<file path="src/rtl/scan_test_pkg.sv">
package scan_test_pkg;
  typedef enum logic [1:0] {
    SQ_IDLE   = 2'd0,
    SQ_LOAD   = 2'd1,
    SQ_CAPT   = 2'd2,
    SQ_UNLOAD = 2'd3
  } seq_state_e;
endpackage

</file>
<file path="src/rtl/scan_func.sv">
module scan_func #(
  parameter int W = 8
) (
  input  logic [2*W-1:0] cur,
  output logic [2*W-1:0] nxt
);
  logic [W-1:0] hi, lo;
  assign hi  = cur[2*W-1:W];
  assign lo  = cur[W-1:0];
  assign nxt = {hi + lo, hi ^ lo};
endmodule

</file>
<file path="src/rtl/scan_chain_dp.sv">
module scan_chain_dp #(
  parameter int W = 8
) (
  input  logic           clk,
  input  logic           rst,
  input  logic           shift_en,
  input  logic           load_en,
  input  logic           scan_in,
  output logic           scan_out,
  output logic [2*W-1:0] state_o
);
  localparam int N = 2 * W;

  logic [N-1:0] st_q;
  logic [N-1:0] nxt;
  logic [N-1:0] chain_d;

  scan_func #(.W(W)) func_i (
    .cur (st_q),
    .nxt (nxt)
  );

  // 2:1 mux in front of every state bit: functional value or chain neighbour
  for (genvar i = 0; i < N; i++) begin : g_bit
    if (i == 0) begin : g_head
      assign chain_d[i] = shift_en ? scan_in : nxt[i];
    end else begin : g_body
      assign chain_d[i] = shift_en ? st_q[i-1] : nxt[i];
    end
  end

  always_ff @(posedge clk) begin
    if (rst) begin
      st_q <= '0;
    end else if (shift_en || load_en) begin
      st_q <= chain_d;
    end
  end

  assign scan_out = st_q[N-1];
  assign state_o  = st_q;

  // with neither shifting nor loading, the state must not move
  a_r2_hold: assert property (@(posedge clk) disable iff (rst)
    (!shift_en && !load_en) |=> $stable(st_q));
endmodule

</file>
<file path="src/rtl/scan_seq.sv">
module scan_seq
  import scan_test_pkg::*;
#(
  parameter int N = 16
) (
  input  logic         clk,
  input  logic         rst,
  input  logic         func_en_i,
  input  logic         start_i,
  input  logic [N-1:0] stim_i,
  input  logic [N-1:0] exp_i,
  input  logic         scan_out,
  output logic         shift_en,
  output logic         load_en,
  output logic         scan_in,
  output logic         done_o,
  output logic         pass_o
);
  localparam int CW = (N > 1) ? $clog2(N) : 1;
  localparam logic [CW-1:0] LAST = CW'(N - 1);

  seq_state_e    state_q;
  logic [CW-1:0] cnt_q;
  logic [N-1:0]  sreg_q;
  logic [N-1:0]  ereg_q;
  logic          fail_q, pend_q, done_q, pass_q;
  logic          last, miss;

  assign last     = (cnt_q == LAST);
  assign shift_en = (state_q == SQ_LOAD) || (state_q == SQ_UNLOAD);
  assign load_en  = (state_q == SQ_CAPT) || ((state_q == SQ_IDLE) && func_en_i);
  assign scan_in  = sreg_q[N-1];
  assign miss     = (state_q == SQ_UNLOAD) && (scan_out != ereg_q[N-1]);

  always_ff @(posedge clk) begin
    if (rst) begin
      state_q <= SQ_IDLE;
      cnt_q   <= '0;
      sreg_q  <= '0;
      ereg_q  <= '0;
      fail_q  <= 1'b0;
      pend_q  <= 1'b0;
      done_q  <= 1'b0;
      pass_q  <= 1'b0;
    end else begin
      done_q <= 1'b0;
      case (state_q)
        SQ_IDLE: begin
          if (start_i) begin
            state_q <= SQ_LOAD;
            sreg_q  <= stim_i;
            cnt_q   <= '0;
            pass_q  <= 1'b0;
          end
        end
        SQ_LOAD: begin
          sreg_q <= sreg_q << 1;
          cnt_q  <= cnt_q + CW'(1);
          if (last) begin
            cnt_q   <= '0;
            state_q <= SQ_CAPT;
          end
        end
        SQ_CAPT: begin
          sreg_q  <= stim_i;
          ereg_q  <= exp_i;
          fail_q  <= 1'b0;
          cnt_q   <= '0;
          state_q <= SQ_UNLOAD;
        end
        SQ_UNLOAD: begin
          sreg_q <= sreg_q << 1;
          ereg_q <= ereg_q << 1;
          cnt_q  <= cnt_q + CW'(1);
          if (miss)    fail_q <= 1'b1;
          if (start_i) pend_q <= 1'b1;
          if (last) begin
            cnt_q   <= '0;
            done_q  <= 1'b1;
            pass_q  <= !(fail_q || miss);
            pend_q  <= 1'b0;
            state_q <= (pend_q || start_i) ? SQ_CAPT : SQ_IDLE;
          end
        end
        default: state_q <= SQ_IDLE;
      endcase
    end
  end

  assign done_o = done_q;
  assign pass_o = pass_q;

  // done is a single-cycle pulse
  a_r6_done_pulse: assert property (@(posedge clk) disable iff (rst)
    done_q |=> !done_q);
  // done only ends a shift-out phase
  a_r6_done_after_unload: assert property (@(posedge clk) disable iff (rst)
    done_q |-> ($past(state_q) == SQ_UNLOAD));
  // capture lasts exactly one clock
  a_r4_one_capture: assert property (@(posedge clk) disable iff (rst)
    (state_q == SQ_CAPT) |=> (state_q == SQ_UNLOAD));
  // loading runs to its end regardless of start_i
  a_r10_load_ignores_start: assert property (@(posedge clk) disable iff (rst)
    (state_q == SQ_LOAD && !last) |=> (state_q == SQ_LOAD));
  // result flag is stable mid-test
  a_r7_pass_hold: assert property (@(posedge clk) disable iff (rst)
    (state_q != SQ_IDLE && !(state_q == SQ_UNLOAD && last)) |=> $stable(pass_q));
endmodule

</file>
<file path="src/rtl/scan_test_ctrl.sv">
module scan_test_ctrl #(
  parameter int W = 8
) (
  input  logic           clk,
  input  logic           rst,
  input  logic           func_en_i,
  input  logic           start_i,
  input  logic [2*W-1:0] stim_i,
  input  logic [2*W-1:0] exp_i,
  output logic [2*W-1:0] state_o,
  output logic           done_o,
  output logic           pass_o
);
  localparam int N = 2 * W;

  logic shift_en, load_en, scan_in, scan_out;

  scan_seq #(.N(N)) seq_i (
    .clk       (clk),
    .rst       (rst),
    .func_en_i (func_en_i),
    .start_i   (start_i),
    .stim_i    (stim_i),
    .exp_i     (exp_i),
    .scan_out  (scan_out),
    .shift_en  (shift_en),
    .load_en   (load_en),
    .scan_in   (scan_in),
    .done_o    (done_o),
    .pass_o    (pass_o)
  );

  scan_chain_dp #(.W(W)) dp_i (
    .clk      (clk),
    .rst      (rst),
    .shift_en (shift_en),
    .load_en  (load_en),
    .scan_in  (scan_in),
    .scan_out (scan_out),
    .state_o  (state_o)
  );
endmodule

</file>
<file path="config.mk">
export PLATFORM = sky130hd
export DESIGN_NAME = scan_test_ctrl
export DESIGN_NICKNAME = d
export VERILOG_FILES = /design/src/rtl/scan_test_pkg.sv /design/src/rtl/scan_func.sv /design/src/rtl/scan_chain_dp.sv /design/src/rtl/scan_seq.sv /design/src/rtl/scan_test_ctrl.sv
export SDC_FILE = /design/constraint.sdc
export NUM_CORES = 1
export LEC_CHECK = 0
export CELL_PAD_IN_SITES_DETAIL_PLACEMENT = 0
export CELL_PAD_IN_SITES_GLOBAL_PLACEMENT = 1
export CORE_UTILIZATION = 51
export CTS_CLUSTER_DIAMETER = 150
export DETAILED_ROUTE_END_ITERATION = 10
export DONT_BUFFER_PORTS = 1
export GPL_ROUTABILITY_DRIVEN = 0
export PLACE_DENSITY_LB_ADDON = 0.1
export SLEW_MARGIN = 5
export SYNTH_ARGS = -nofsm -noshare
export SYNTH_HDL_FRONTEND = slang
export SYNTH_SLANG_ARGS = --single-unit
</file>
<file path="constraint.sdc">
create_clock -name clk -period 3.15 [get_ports clk]
set_clock_uncertainty 0.2 [all_clocks]
set_input_delay 0.63 -clock clk [delete_from_list [all_inputs] [get_ports clk]]
set_output_delay 0.63 -clock clk [all_outputs]
set_load 0.01 [all_outputs]
</file>
Word-level counts from Yosys, hierarchy flattened
Cells that the tools add are included.
{"block": "word_totals", "input_bits": 36, "regBits": 58, "output_inout_bits": 18, "word_cells": 75}
{"block": "classes", "eq_ne": 9, "n_reduce_logical": 18, "muxes": 35, "bitwise": 2, "addsub": 2}
{"cell": "$pmux 16 s3", "n": 1}
{"cell": "$pmux 16 s2", "n": 1}
{"cell": "$mux 1", "n": 22}
{"cell": "$mux 16", "n": 1}
{"cell": "$pmux 4 s3", "n": 1}
{"cell": "$add 8x8->8", "n": 1}
{"cell": "$mux 2", "n": 4}
{"cell": "$mux 4", "n": 2}
{"cell": "$pmux 2 s4", "n": 1}
{"cell": "$xor 8x8->8", "n": 1}
{"cell": "$ne 2x1->1 const B", "n": 3}
{"cell": "$reduce_and 3->1", "n": 2}
{"cell": "$reduce_bool 2->1", "n": 3}
{"cell": "$logic_or 1x1->1", "n": 5}
{"cell": "$add 4x1->4 const B", "n": 1}
{"cell": "$eq 2x2->1 const B", "n": 2}
{"cell": "$eq 4x4->1 const B", "n": 1}
{"cell": "$pmux 1 s2", "n": 2}
{"cell": "$reduce_and 2->1", "n": 2}
{"cell": "$reduce_or 2->1", "n": 2}
{"cell": "$eq 2x1->1 const B", "n": 1}
{"cell": "$logic_and 1x1->1", "n": 2}
{"cell": "$logic_not 2->1", "n": 1}
{"cell": "$ne 2x2->1 const B", "n": 1}
{"cell": "other kinds (3)", "n": 3}

Depth between registers and ports, before layout
{"block": "depth", "word_depth": 6, "ltp_mapped": 7, "depth_no_buf": 7}

Hierarchy
From an unflattened synthesis, not the netlist that was laid out.
{"block": "unflattened", "cells_unflattened": 310, "hier_area_um2": 3070.4}
{"module": "scan_seq", "cells_each": 196, "instances": 1, "area_each_um2": 1939.4, "seq_area_each_um2": 840.8}
{"module": "scan_chain_dp", "cells_each": 72, "instances": 1, "area_each_um2": 813.3, "seq_area_each_um2": 320.3}
{"module": "scan_func", "cells_each": 42, "instances": 1, "area_each_um2": 317.8, "seq_area_each_um2": 0.0}

Least setup slack after synthesis
No wires, ideal clock.
{"block": "synth_timing", "path_type": "flip-flop to flip-flop", "from": "register dp_i.st_q[0] (netlist: dp_i.state_o[0])", "to": "register dp_i.st_q[12] (netlist: dp_i.state_o[12])", "path_slack_ps": 968, "n_path_buf": 0, "synth_period_minus_slack_ps": 2182, "setup_ps": 95, "t_arrival_ps": 1887, "required_time_ps": 2855, "stages_incl_launch_ff": 8, "path_cell_list": "dfxtp_1 -> ha_1 -> fa_1 -> a21oi_1 -> nor2b_1 -> o21a_1 -> or3_1 -> a221oi_1"}
{"block": "synth_between", "elab_chain_cells": 2}
{"element": "from (decl)", "line_no": "scan_chain_dp.sv:14", "rtl": "logic [N-1:0] st_q;"}
{"element": "from (signal assigned)", "line_no": "scan_chain_dp.sv:36", "rtl": "st_q <= chain_d;"}
{"element": "$add 8x8->8", "line_no": "scan_func.sv:10", "rtl": "assign nxt = {hi + lo, hi ^ lo};"}
{"element": "$mux 1", "line_no": "scan_chain_dp.sv:28", "rtl": "assign chain_d[i] = shift_en ? st_q[i-1] : nxt[i];"}
Every way passes these cells.
A chain may end at the register's enable or synchronous reset.

Worst setup path after layout
Ends and elaborated chain as after synthesis.

==> reports/metrics.cfg <==
[worst_setup_path]
crit_path_end_kind=flop
path_cells=ha_1 > fa_1 > a21oi_1 > nor2b_1 > o21a_1 > or3_1 > a221oi_1
r2r_start=dp_i.state_o[0]
r2r-end=dp_i.state_o[12]
critPathKind=flop to flop
crit_buf_inv=0
path_max_fanout=4
worst_r2r_path_depth=7
critPathMaxStageDelay_ns=0.41
critPathTopFamily=adder cells
cp.depth=7
crit_slowest_cell=fa_1
cp_data_arrival_time_ns=2.36
crit_required_ns=3.19
setup.worst_path.start_class=flop
r2r_setup_slack_ns=0.83

[global_route]
grt_antenna_before_repair=0
grt_pass1_wl_um=9740
first_global_vias=2075
overflow=0
grt_start_max_net_pins=73
gr-usage-all-layers_pct=20.7

[cts]
cts_hold_buffers=0
ctsHtreeMaxLevel=3
clockBufferDepth=2
clock_sinks=58
cts.reportedPaths.clkPinSlew_ns=0.06
worstSkewPairLatency_ns=0.33
cts_resized=0
cts_root_buffer=clkbuf_8
cts_tree=yes
cts_made_buffers=9
post-cts-setup-buffers=0

[die]
initial_core_util_pct=54.5
die_h_um=76.8
rows=26
die_x_um=76.8
core_um2=5240
io_pins=54
dieArea_um2=5900

[route]
wl_met3_um=329
top_signal_layer_used=met4
wl_per_cell_um=14.7
ant_nets=0
viasPerCell=5.72
m1WireLength_um=2790
first_pass_iters=4
drt_iter0_markers=93
dr_wl_met2_um=2420
wl_um=5590
vias=2175
post-route-drc-count=0

[sta]
finalCriticalPeriod_ns=2.32
min_period_over_period_pct=73.7
fin_tns_setup_ns=0
finalMaxSlewViolations=0
hold_viol=0
setup_violations=0
timing.fmax_ghz=0.431
worst_pin_slew_ns=0.931
fin_ws_ns=0.828
finalHoldWorstSlack_ns=0.162
rsz0062_at_grt=no
relSlewSlack_pct=37.9

[synthesis]
async_flop_share_pct=0
ys_warn_count=0
synth_edf_count=0
ys_seq_elements=58
syn-num-nets=365
yosysUniqueCellTypes=41
synthTopCellsByArea=dfxtp_1, mux2i_1, a211oi_1
yosysSeqAreaShare_pct=40.7
synth.largest_area_cell=dfxtp_1
syn_area_um2=2850
ys_top_cells_by_count=nor2_1, dfxtp_1, a211oi_1
synth.most_common_cell=nor2_1
synthesis.instances=320
synth_ff_type=dfxtp_1
synth_top_area_share_pct=40.7
avgSynthCellArea_um2=8.92

[placement]
place_ws_ns=0.835
dp_cells=365
io_buffer_count=0
dpl.hpwl_um=3490

[cells_and_area]
num_antenna_cells=0
final_cells=380
drive_gt1_share_pct=6.45
fillCellCount=504
final_nets=351
syn2layout_area_growth_pct=6.01

[hold_path]
hp-start=rst
hold_depth=1
hp-class=input port to flop
hold_end=seq_i.sreg_q[11]

[power_and_ir_drop]
p_leak_nw=1.15
p_per_area_nw_per_um2=572
peakVddDrop_uv=346

[run_status]
outcome=completed

[job]
max_cap_violations=0

[through the flow]
stage / total power, mW / utilization, % / cell area [µm²]
3_3_place_gp: 1.09 / 54.2 / 2840
2_1_floorplan: 1.06 / - / 2850
3_5_place_dp: 1.09 / 54.2 / 2840
6_report: 1.73 / 57.8 / 3030
4_1_cts: 1.76 / 57.8 / 3030
5_1_grt: 1.83 / 57.8 / 3030
[final cells by class]
type	instances	area (µm²)	area share, %
multi-input combinational	232	1560	51.6
sequential	58	1160	38.5
clock buffer	12	145	4.80
tap	70	87.6	2.89
clock inverter	3	40.0	1.32
timing repair buffer	2	15.0	0.496
inverter	3	11.3	0.372
[report_power, final]
part / internal (mW) / switching, mW / leakage, nW
Sequential: 0.778 / 0.0758 / 0.476
Clock: 0.380 / 0.278 / 0.0962
Combinational: 0.112 / 0.107 / 0.576
[cell usage in the layout (no fill, tap or decap), types with 3 or more instances in the layout]
cell type	n
dfxtp_1	57
a211oi_1	41
nand2_1	7
clkbuf_8	10
a22oi_1	3
nand3_1	3
a221oi_1	3
nor2b_1	4
ha_1	8
a21oi_1	16
nor2_1	60
xor2_1	4
o21ai_0	11
mux2i_1	38
inv_1	3
nor3_1	7
or3_1	4
[flip-flops by register name (all words and copies together), names as in the netlist]
| signal | count |
|---|---|
| dp_i.state_o | 16 |
| seq_i.pend_q | 1 |
| seq_i.sreg_q | 16 |
| seq_i.pass_o | 1 |
| seq_i.done_o | 1 |
| seq_i.cnt_q | 4 |
| seq_i.state_q | 2 |
| seq_i.fail_q | 1 |
| seq_i.ereg_q | 16 |
[routing by layer]
metal  vias up  track usage (%)
met4         0             8.46
met5         -                0
met1       985             27.0
li1       1137                -
met2        47             30.1
met3         6             8.33
[kinds of logic (layout without fill, tap and decap cells)]
family	count (synthesis)	after routing	share of synthesized area [%]
DFF	58	58	40.7
AOI/OAI and AO/OA	85	85	20.6
and+or+nand+nor	94	94	14.6
xor gates and xnor gates	5	5	1.53
buffers and inverters	30	20	4.60
muxes	39	39	13.7
adders and majority gates	9	9	4.21
[worst max-delay path by stage]
stage                     startpoint                to  slack [ns]
floorplan            dp_i.state_o[0]  dp_i.state_o[12]        0.97
global placement    seq_i.state_q[0]  dp_i.state_o[14]        0.87
detailed placement  seq_i.state_q[0]  dp_i.state_o[14]        0.84
CTS                  dp_i.state_o[0]  dp_i.state_o[12]        0.83
global route        seq_i.state_q[0]  dp_i.state_o[14]        0.59
finish               dp_i.state_o[0]  dp_i.state_o[12]        0.83
(Power assumes the default switching activity.)
